[src/rtl/sfc_pkg.sv]
// Package: shared types and protocol constants for the serial flash controller.
// Assumes a 24-bit address space and single-bit serial data lines.
package sfc_pkg;
    localparam int ADDR_W = 24;

    localparam logic [7:0] OPC_READ  = 8'h03;
    localparam logic [7:0] OPC_PROG  = 8'h02;
    localparam logic [7:0] OPC_WREN  = 8'h06;
    localparam logic [7:0] OPC_STAT  = 8'h05;

    // Which frame kind the sequencer is currently building.
    typedef enum logic [1:0] {
        PH_WREN = 2'd0,
        PH_PROG = 2'd1,
        PH_POLL = 2'd2,
        PH_READ = 2'd3
    } phase_t;

    // Sequencer states.
    typedef enum logic [2:0] {
        S_IDLE  = 3'd0,
        S_START = 3'd1,
        S_SEND  = 3'd2,
        S_WAIT  = 3'd3,
        S_HOLD  = 3'd4,
        S_GAP   = 3'd5
    } state_t;
endpackage

[src/rtl/sfc_tick_gen.sv]
// Module: sfc_tick_gen
// Produces a one-cycle tick every DIV clock cycles while run is high.
// Assumes DIV >= 1. The count restarts from zero whenever run drops,
// so the first tick always comes DIV cycles after run rises.
module sfc_tick_gen #(
    parameter int DIV = 4
) (
    input  logic clk,
    input  logic rst_n,
    input  logic run,
    output logic tick
);
    localparam int CW = (DIV > 1) ? $clog2(DIV) : 1;
    localparam logic [CW-1:0] LAST = CW'(DIV - 1);

    logic [CW-1:0] cnt;

    // Free-running divider count, held at zero while idle.
    always_ff @(posedge clk) begin
        if (!rst_n || !run) begin
            cnt <= '0;
        end else if (cnt == LAST) begin
            cnt <= '0;
        end else begin
            cnt <= cnt + 1'b1;
        end
    end

    assign tick = run && (cnt == LAST);
endmodule

[src/rtl/sfc_byte_shifter.sv]
// Module: sfc_byte_shifter
// Moves one byte in each direction over a mode-0 serial link: the clock idles
// low, si is updated while the clock is low, and so is captured on the
// rising edge. Bits travel MSB first. start is honoured only while idle;
// done pulses once, with rx holding the received byte, after the eighth
// falling edge. Assumes the caller frames chip enable around the bytes.
module sfc_byte_shifter #(
    parameter int CLK_DIV = 4
) (
    input  logic       clk,
    input  logic       rst_n,
    input  logic       start,
    input  logic [7:0] tx,
    input  logic       so,
    output logic       busy,
    output logic       done,
    output logic [7:0] rx,
    output logic       sck,
    output logic       si
);
    logic       tick;
    logic [7:0] out_q;
    logic [7:0] in_q;
    logic [3:0] rises;

    sfc_tick_gen #(.DIV(CLK_DIV)) u_tick (
        .clk  (clk),
        .rst_n(rst_n),
        .run  (busy),
        .tick (tick)
    );

    // Bit sequencing: load on start, toggle the clock on each tick.
    always_ff @(posedge clk) begin
        if (!rst_n) begin
            busy  <= 1'b0;
            done  <= 1'b0;
            sck   <= 1'b0;
            si    <= 1'b0;
            out_q <= '0;
            in_q  <= '0;
            rises <= '0;
        end else begin
            done <= 1'b0;
            if (start && !busy) begin
                busy  <= 1'b1;
                si    <= tx[7];
                out_q <= {tx[6:0], 1'b0};
                rises <= '0;
            end else if (busy && tick) begin
                if (!sck) begin
                    sck   <= 1'b1;
                    in_q  <= {in_q[6:0], so};
                    rises <= rises + 1'b1;
                end else begin
                    sck <= 1'b0;
                    if (rises == 4'd8) begin
                        busy <= 1'b0;
                        done <= 1'b1;
                    end else begin
                        si    <= out_q[7];
                        out_q <= {out_q[6:0], 1'b0};
                    end
                end
            end
        end
    end

    assign rx = in_q;

    // data to the device never moves while the clock is high.
    p_si_steady_r2: assert property (@(posedge clk) disable iff (!rst_n)
        sck |-> $stable(si));
endmodule

[src/rtl/spi_flash_ctrl.sv]
// Module: spi_flash_ctrl
// Host-side serial flash controller for burst reads and single-byte programs.
// A read is a single chip-enable frame of unbounded length. A program is a
// write-enable frame, a program frame, and status frames repeated until the
// busy bit (bit 0) clears or the poll limit is used up. Assumes the device
// advances its address on its own during a read and that one command is
// outstanding at a time. Each frame is followed by a chip-enable-high
// interval of CS_GAP serial clock periods.
module spi_flash_ctrl
    import sfc_pkg::*;
#(
    parameter int CLK_DIV = 4,
    parameter int CS_GAP  = 4,
    parameter int CNT_W   = 16,
    parameter int TMO_W   = 16
) (
    input  logic              clk,
    input  logic              rst_n,
    input  logic              cmd_valid,
    output logic              cmd_ready,
    input  logic              cmd_op,
    input  logic [ADDR_W-1:0] cmd_addr,
    input  logic [CNT_W-1:0]  cmd_len,
    input  logic [7:0]        cmd_wdata,
    input  logic [TMO_W-1:0]  cmd_poll_limit,
    output logic [7:0]        rd_data,
    output logic              rd_valid,
    input  logic              rd_ready,
    output logic              done,
    output logic              err,
    output logic              sck,
    output logic              ce_n,
    output logic              si,
    input  logic              so
);
    localparam int GAPC = CS_GAP * 2 * CLK_DIV;
    localparam int GW   = $clog2(GAPC + 1);

    state_t            state;
    phase_t            phase;
    logic [2:0]        idx;
    logic [ADDR_W-1:0] addr_q;
    logic [CNT_W-1:0]  rem;
    logic [7:0]        wdata_q;
    logic [TMO_W-1:0]  limit_q;
    logic [TMO_W-1:0]  poll_cnt;
    logic [TMO_W:0]    poll_next;
    logic              stat_busy;
    logic [GW-1:0]     gap_cnt;

    logic              eng_start;
    logic              eng_busy;
    logic              eng_done;
    logic [7:0]        eng_rx;
    logic [7:0]        tx_byte;

    sfc_byte_shifter #(.CLK_DIV(CLK_DIV)) u_shift (
        .clk  (clk),
        .rst_n(rst_n),
        .start(eng_start),
        .tx   (tx_byte),
        .so   (so),
        .busy (eng_busy),
        .done (eng_done),
        .rx   (eng_rx),
        .sck  (sck),
        .si   (si)
    );

    // Byte to send, chosen by frame kind and position within the frame.
    always_comb begin
        tx_byte = 8'h00;
        unique case (phase)
            PH_WREN: tx_byte = OPC_WREN;
            PH_POLL: tx_byte = (idx == 3'd0) ? OPC_STAT : 8'h00;
            PH_PROG, PH_READ: begin
                case (idx)
                    3'd0:    tx_byte = (phase == PH_PROG) ? OPC_PROG : OPC_READ;
                    3'd1:    tx_byte = addr_q[23:16];
                    3'd2:    tx_byte = addr_q[15:8];
                    3'd3:    tx_byte = addr_q[7:0];
                    default: tx_byte = (phase == PH_PROG) ? wdata_q : 8'h00;
                endcase
            end
            default: tx_byte = 8'h00;
        endcase
    end

    assign eng_start = (state == S_SEND) && !eng_busy;
    assign cmd_ready = (state == S_IDLE);
    assign poll_next = {1'b0, poll_cnt} + 1'b1;

    // Command sequencer: frames, inter-frame gap, polling and completion.
    always_ff @(posedge clk) begin
        if (!rst_n) begin
            state     <= S_IDLE;
            phase     <= PH_READ;
            idx       <= '0;
            addr_q    <= '0;
            rem       <= '0;
            wdata_q   <= '0;
            limit_q   <= '0;
            poll_cnt  <= '0;
            stat_busy <= 1'b0;
            gap_cnt   <= '0;
            ce_n      <= 1'b1;
            rd_data   <= '0;
            rd_valid  <= 1'b0;
            done      <= 1'b0;
            err       <= 1'b0;
        end else begin
            done <= 1'b0;
            err  <= 1'b0;
            unique case (state)
                S_IDLE: begin
                    if (cmd_valid) begin
                        addr_q  <= cmd_addr;
                        rem     <= cmd_len;
                        wdata_q <= cmd_wdata;
                        limit_q <= cmd_poll_limit;
                        phase   <= cmd_op ? PH_WREN : PH_READ;
                        state   <= S_START;
                    end
                end
                S_START: begin
                    ce_n  <= 1'b0;
                    idx   <= '0;
                    state <= S_SEND;
                end
                S_SEND: begin
                    if (!eng_busy) begin
                        state <= S_WAIT;
                    end
                end
                S_WAIT: begin
                    if (eng_done) begin
                        if (idx != 3'd4) begin
                            idx <= idx + 1'b1;
                        end
                        state <= S_SEND;
                        unique case (phase)
                            PH_READ: begin
                                if (idx == 3'd4) begin
                                    rd_data  <= eng_rx;
                                    rd_valid <= 1'b1;
                                    rem      <= rem - 1'b1;
                                    state    <= S_HOLD;
                                end else if (idx == 3'd3 && rem == '0) begin
                                    state   <= S_GAP;
                                    ce_n    <= 1'b1;
                                    gap_cnt <= GW'(GAPC - 1);
                                end
                            end
                            PH_POLL: begin
                                if (idx == 3'd1) begin
                                    stat_busy <= eng_rx[0];
                                    state     <= S_GAP;
                                    ce_n      <= 1'b1;
                                    gap_cnt   <= GW'(GAPC - 1);
                                end
                            end
                            PH_PROG: begin
                                if (idx == 3'd4) begin
                                    state   <= S_GAP;
                                    ce_n    <= 1'b1;
                                    gap_cnt <= GW'(GAPC - 1);
                                end
                            end
                            default: begin
                                state   <= S_GAP;
                                ce_n    <= 1'b1;
                                gap_cnt <= GW'(GAPC - 1);
                            end
                        endcase
                    end
                end
                S_HOLD: begin
                    if (rd_ready) begin
                        rd_valid <= 1'b0;
                        if (rem == '0) begin
                            state   <= S_GAP;
                            ce_n    <= 1'b1;
                            gap_cnt <= GW'(GAPC - 1);
                        end else begin
                            state <= S_SEND;
                        end
                    end
                end
                S_GAP: begin
                    if (gap_cnt != '0) begin
                        gap_cnt <= gap_cnt - 1'b1;
                    end else begin
                        unique case (phase)
                            PH_WREN: begin
                                phase <= PH_PROG;
                                state <= S_START;
                            end
                            PH_PROG: begin
                                phase    <= PH_POLL;
                                poll_cnt <= '0;
                                state    <= S_START;
                            end
                            PH_POLL: begin
                                if (!stat_busy) begin
                                    done  <= 1'b1;
                                    state <= S_IDLE;
                                end else if (poll_next >= {1'b0, limit_q}) begin
                                    done  <= 1'b1;
                                    err   <= 1'b1;
                                    state <= S_IDLE;
                                end else begin
                                    poll_cnt <= poll_next[TMO_W-1:0];
                                    state    <= S_START;
                                end
                            end
                            default: begin
                                done  <= 1'b1;
                                state <= S_IDLE;
                            end
                        endcase
                    end
                end
                default: state <= S_IDLE;
            endcase
        end
    end

    // the serial clock rests low outside a frame.
    p_ce_idle_sck_low_r2: assert property (@(posedge clk) disable iff (!rst_n)
        ce_n |-> !sck);

    // an unaccepted byte stays put.
    p_hold_stable_r4: assert property (@(posedge clk) disable iff (!rst_n)
        (rd_valid && !rd_ready) |=> (rd_valid && $stable(rd_data)));

    // no clocking while a byte is waiting for the consumer.
    p_no_sck_in_hold_r4: assert property (@(posedge clk) disable iff (!rst_n)
        rd_valid |-> !sck);

    // the error flag only accompanies completion.
    p_err_with_done_r7: assert property (@(posedge clk) disable iff (!rst_n)
        err |-> done);

    // completion is a single-cycle pulse.
    p_done_pulse_r9: assert property (@(posedge clk) disable iff (!rst_n)
        done |=> !done);

    // after completion the controller is ready again.
    p_done_then_ready_r9: assert property (@(posedge clk) disable iff (!rst_n)
        done |-> cmd_ready);
endmodule

[config.mk]
export PLATFORM = sky130hd
export DESIGN_NAME = spi_flash_ctrl
export DESIGN_NICKNAME = d
export VERILOG_FILES = /design/src/rtl/sfc_pkg.sv /design/src/rtl/sfc_tick_gen.sv /design/src/rtl/sfc_byte_shifter.sv /design/src/rtl/spi_flash_ctrl.sv
export SDC_FILE = /design/constraint.sdc
export NUM_CORES = 1
export LEC_CHECK = 0
export BUFFER_PORTS_ARGS = -buffer_cell sky130_fd_sc_hd__buf_4
export CORE_MARGIN = 4
export CORE_UTILIZATION = 45
export DETAILED_ROUTE_END_ITERATION = 16
export PLACE_DENSITY = 0.65
export SYNTH_ARGS = -nofsm -noshare
export SYNTH_HDL_FRONTEND = slang
export SYNTH_SLANG_ARGS = --single-unit
[constraint.sdc]
create_clock -name clk -period 3.5 [get_ports clk]
set_clock_uncertainty 0.2 [all_clocks]
set_input_delay 0.7 -clock clk [delete_from_list [all_inputs] [get_ports clk]]
set_output_delay 0.7 -clock clk [all_outputs]
set_load 0.05 [all_outputs]
After elaboration in Yosys (flattened, before gate mapping)
Cells that the tools add are included.
Word-level totals
  flip-flop bits (word level): 132
  bits of input ports: 70
  output and inout port bits: 15
  word-level logic and storage cells: 193
Cells by class
  add/subtract/negate cells: 6
  order comparisons: 1
  eq/ne operators: 33
  mux-type cells: 76
  bitwise logic cells: 8
  reduce and logical (&&, ||, !) cells: 46
Operators by type and width (count)
  16-bit two-way mux: 6
  16-bit one-hot mux with 2 select lines: 2
  6-bit two-way mux: 8
  8-bit two-way mux: 5
  3-bit two-way mux: 13
  6-bit one-hot mux with 3 select lines: 2
  8-bit one-hot mux with 4 select lines: 1
  1-bit two-way mux: 25
  8-bit one-hot mux with 3 select lines: 1
  2-bit != test, second input constant: 10
  5-bit AND reduction: 4
  3-bit one-hot mux with 6 select lines: 1
  16-bit by 1-bit adder with 17-bit output, second input constant: 1
  17-bit by 16-bit greater-or-equal comparator with 1-bit output: 1
  16-bit logical NOT: 1
  2-bit nonzero test: 8
  16-bit by 1-bit subtractor with 16-bit output, second input constant: 1
  3-bit != test, second input constant: 5
  3-bit by 2-bit equality test with 1-bit output, second input constant: 4
  3-bit AND reduction: 4
  4-bit AND reduction: 3
  3-bit equality test, second input constant: 3
  3-bit one-hot mux with 3 select lines: 1
  9-bit AND reduction: 1
  other kinds (29): 59

Depth between registers and ports, before layout
  word-level depth: 7
  gate-level depth with buffers: 14
  mapped depth without buffers: 12

Cells and area by module
A second synthesis with hierarchy kept.
Second synthesis, totals
  cell total of the unflattened synthesis: 886
  area total of the unflattened synthesis: 6712.7 um^2
By module, submodules not included
  spi_flash_ctrl: instances 1, cells an instance 763, area an instance 5651.7 um^2, sequential area each 2142.1 um^2
  sfc_byte_shifter: instances 1, cells an instance 117, area an instance 977.2 um^2, sequential area each 460.4 um^2
  sfc_tick_gen: instances 1, cells an instance 6, area an instance 83.8 um^2, sequential area each 40.0 um^2

Least setup slack after synthesis
Ideal clock, no wire load.
  path kind: reg2reg
  start point: reg poll_cnt[0]
  end point: reg poll_cnt[15]
  setup time: 0.067 ns
  arrival time: 3.442 ns
  data required time: 3.233 ns
  setup slack: -0.210 ns
  stages on the path, launching flop included: 14
  path buffers: 1
  clock period less this slack: 3.710 ns
  path through: dfxtp_1 -> ha_1 -> nand4_1 -> or3_1 -> clkbuf_2 -> nor2_1 -> xor2_1 -> ha_1 -> and3_1 -> nor2b_1 -> a22o_1 -> or4_4 -> or4b_4 -> o21ai_2
Between the ends
  cells in the longest elaborated chain, start to end: 4
  elaborated cells between the ends (all ways): 7
  classes of those cells: 1 x add/sub; 1 x order compare; 1 x eq/ne; 3 x mux; 1 x reduce/logical
Ends and longest elaborated chain
  start: declaration: RTL line spi_flash_ctrl.sv:46  | logic [TMO_W-1:0] poll_cnt;
  start signal: assignment: RTL line spi_flash_ctrl.sv:212  | poll_cnt <= poll_next[TMO_W-1:0];
  16-bit by 1-bit adder with 17-bit output (*): RTL line spi_flash_ctrl.sv:91  | assign poll_next = {1'b0, poll_cnt} + 1'b1;
  17-bit by 16-bit greater-or-equal comparator with 1-bit output / 16-bit two-way mux (equally long branches): RTL line spi_flash_ctrl.sv:207  | end else if (poll_next >= {1'b0, limit_q}) begin
  2-bit != test (no source line) / 16-bit two-way mux (equally long branches)
  5-bit AND reduction (no source line) / 16-bit one-hot mux with 2 select lines (equally long branches)
Mark *: on every way between the ends. The rest lies on a longest branch, timed or not. The select of a mux whose other input is x is not followed.
A chain may end at the register's enable or synchronous reset.

Worst setup path after layout
Same ends and word-level chain as after synthesis.

==> impl_results.rst <==
.. list-table::
   :header-rows: 1

   * - Metric
     - Value
   * - Slew at the pin with the worst max-slew slack
     - 1070 ps
   * - Power density of the placed cells
     - about 620 nW/um^2
   * - CTS hold repair buffers
     - 0
   * - GR Overflow Total
     - 0
   * - Count of cell types in the netlist
     - 69
   * - Share of the clock period used by the worst path
     - 0.997
   * - Mapped cell area
     - a little under 7000 sq um
   * - Width of the die
     - roughly 130 um
   * - Synth-to-Final Area Change
     - 24.3%
   * - Crit path largest cell delay
     - around 560 ps
   * - Min cycle time layout
     - between 3000 and 4000 ps
   * - Post-DR wirelength/cell
     - between 15 and 20 um
   * - GPL Wtd Cong
     - roughly 0.93
   * - Critical Path AT
     - ~3700 ps
   * - Initial Utilization
     - 0.462
   * - Timing-limited maximum frequency
     - 287 MHz
   * - Async SR Flop Fraction
     - 0
   * - Core region area
     - about 15,000 sq um
   * - Clock network latency to the later pin of the worst-skew pair
     - ~420 ps
   * - Net count after synthesis
     - 977
   * - Via count of the first global-routing pass
     - between 6,000 and 7,000
   * - Relative slew margins
     - 0.281
   * - Placement row count
     - 44
   * - CTS sink count
     - between 100 and 150
   * - Wire length of the first global-routing pass
     - 29.3 mm
   * - Crit path required time
     - between 3000 and 4000 ps
   * - Fraction of final layout cells sized beyond drive strength 1
     - 0.194
   * - Clock tree from TritonCTS
     - built
   * - Remaining antenna violation count
     - 0
   * - Number of detailed-routing iterations run before antenna repair
     - 7
   * - Clock root buffer
     - clkbuf_16
   * - Number of cells produced by synthesis
     - 879
   * - Quantity of I/O buffers inserted on ports
     - 84
   * - Total via count after detailed routing
     - 6,490
   * - Largest net degree at the start of global routing
     - 51
   * - Register area share after synthesis
     - 0.390
   * - Sort of element at the start of the critical path
     - flop
   * - Final std cell area, no fill
     - about 8400 sq um
   * - Longest Clk Path Bufs
     - 2
   * - Max Slew Vio Count
     - 0
   * - Detailed placement HPWL
     - roughly 12 mm
   * - Dominant delay contributor by cell family on the critical path
     - simple AND/OR/NAND/NOR gates
   * - Number of antenna violations at the first check in global routing
     - 0
   * - Hold crit path type
     - flop to flop
   * - Buffers & Inverters on Critical Path
     - 1
   * - Number of top-level design ports
     - between 80 and 90
   * - DIE AREA
     - between 15,000 and 20,000 sq um
   * - DIE HEIGHT
     - between 100 and 150 um
   * - Critical Setup Path Class
     - flop to flop
   * - Hold Violations, Final
     - 0
   * - Leakage
     - about 3.4 nW
   * - Diodes inserted
     - 0
   * - Series of cell instances along the critical path
     - ha_4 > buf_4 > and4_1 > nand2_1 > xnor2_1 > ha_1 > a21oi_1 > o21ai_0 > a22o_1 > or4_4 > or4b_4 > o21ai_2
   * - Endpoint type of the worst setup path
     - flop
   * - Number of nets in the final layout
     - roughly 1,100
   * - Detail-routed via count per cell
     - between 5 and 6
   * - Flops & latches, synth
     - approximately 130
   * - Number of remaining DRC errors
     - 0
   * - Number of enable-type register cells in the synthesized netlist
     - 0
   * - Number of max-cap violations
     - 0
   * - Routed wire length
     - about 18 mm
   * - Total power consumption of the routed design
     - 0.00522 W
   * - Ys Warns
     - 0
   * - Status
     - finished, final reports clean
   * - Aggregate global-route resource usage
     - 0.214
   * - Post-DP Area
     - around 7700 sq um
   * - Mean Syn Cell Area
     - a little under 8 sq um
   * - TritonCTS Buffers
     - 17
   * - Max Fanout on Critical Path
     - 5
   * - Maximum VDD drop
     - slightly below 0.0004 V
   * - Register clock-pin slew on the reported worst setup and hold paths
     - approximately 60 ps
   * - Level count of the clock H-tree
     - 4
   * - Count of final setup violators
     - 0
   * - Predominant post-synthesis flop cell
     - dfxtp_1
   * - Unrepaired setup endpoints after global routing
     - true
   * - Highest-delay cell along the critical path
     - or4_4
   * - DRC marker count from the first detailed-route iteration
     - just over 500
worst paths after layout:
check	end	depth (start not counted)	start	slack, ps
setup reg to reg	poll_cnt[15]	12	poll_cnt[0]	10
setup / recovery	poll_cnt[15]	12	poll_cnt[0]	10
hold reg to reg	u_shift.u_tick.cnt[0]	1	u_shift.u_tick.cnt[0]	230
hold / removal	u_shift.u_tick.cnt[0]	1	u_shift.u_tick.cnt[0]	230
metal layers:
metal	part of all wire	GRT usage	up-vias
met5	0	0	-
met4	0.014	0.0653	0
met3	0.041	0.0463	21
met2	0.47	0.339	160
met1	0.48	0.292	3049
li1	-	-	3260
timing repair:
action,4_1_cts,5_1_grt
buffers inserted,3,1
gates resized for setup,2,17
setup endpoints to repair,15,17
pin swaps,4,13
gates cloned,0,0
cell usage after synthesis, types with 15 or more instances:
cell | instances | area (sq um)
a31oi_1 | 15 | 93.8
nor2_1 | 68 | 255
inv_1 | 33 | 124
clkbuf_1 | 50 | 188
nor3_1 | 15 | 75.1
a21oi_1 | 96 | 480
ha_1 | 28 | 350
nand2_1 | 176 | 661
o21ai_0 | 37 | 185
dfxtp_1 | 132 | 2640
nand3_1 | 24 | 120
registers in the layout, indices dropped and copies added (netlist names), 2 cells and up:
signal,cells
rem,16
gap_cnt,6
u_shift.rises,4
poll_cnt,16
u_shift.out_q,7
rd_data,8
state,3
u_shift.rx,8
limit_q,16
u_shift.u_tick.cnt,2
wdata_q,8
addr_q,24
phase,2
idx,3
where the power goes:
group	switching, W	internal, W	leakage [nW]
combinational	0.000947	0.000590	2.05
sequential	0.000210	0.00173	1.08
clock	0.000708	0.00103	0.282
total	0.00187	0.00335	3.41
per-stage QoR:
step / worst slack [ps] / instances / setup TNS (ps) / hold slack [ps] / utilization
after floorplan: 9.40 / 879 / 0 / 206 / -
after global placement: -60.7 / 1125 / -60.7 / 217 / 0.525
after detailed placement: -121 / 1125 / -398 / 218 / 0.525
after CTS: 26.5 / 1160 / 0 / 232 / 0.567
after global routing: -117 / 1161 / -416 / 260 / 0.575
final: 10.3 / 1161 / 0 / 231 / 0.575
cell usage in the layout, fill, tap and decap left out, drive strengths merged, types with 4 or more instances in the layout:
cell     netlist  layout
a211oi         8       8
a21boi        10      10
a21oi         98      98
a222oi         6       6
a22oi          7       7
a31oi         15      15
and2           8       8
and3          10      10
buf            6     124
clkbuf        52      20
clkinv         0       5
dfxtp        132     132
ha            28      28
inv           33      38
mux2i         10      10
nand2        176     176
nand2b         7       7
nand3         24      24
nand4         10      10
nor2          68      68
nor2b          7       7
nor3          15      15
nor4           7       7
o211a          5       5
o211ai         6       6
o21ai         41      41
o22ai          7       7
o2bb2ai        6       6
or3            9       9
or4            4       4
xnor2          9       9
xor2           8       8
final cells by class:
type                            instances  area, sq um
Clock buffer                           20          457
Sequential cell                       132         2650
Timing Repair Buffer                  124          935
Fill cell                            1350         6230
Tap cell                              184          230
Clock inverter                         12          121
Inverter                               33          124
Multi-Input combinational cell        656         3900
logic make-up (layout without fill, tap and decap cells):
| family | count (synthesis) | after routing | share of synthesized area |
|---|---|---|---|
| xor gates and xnor gates | 17 | 17 | 0.0220 |
| muxes | 12 | 12 | 0.0181 |
| buffers and inverters | 91 | 189 | 0.0529 |
| DFF | 132 | 132 | 0.390 |
| adders and majority gates | 28 | 28 | 0.0517 |
| AOI/OAI and AO/OA | 241 | 241 | 0.225 |
| and+or+nand+nor | 358 | 358 | 0.240 |
Note: power is estimated with default switching activity, not from simulation.
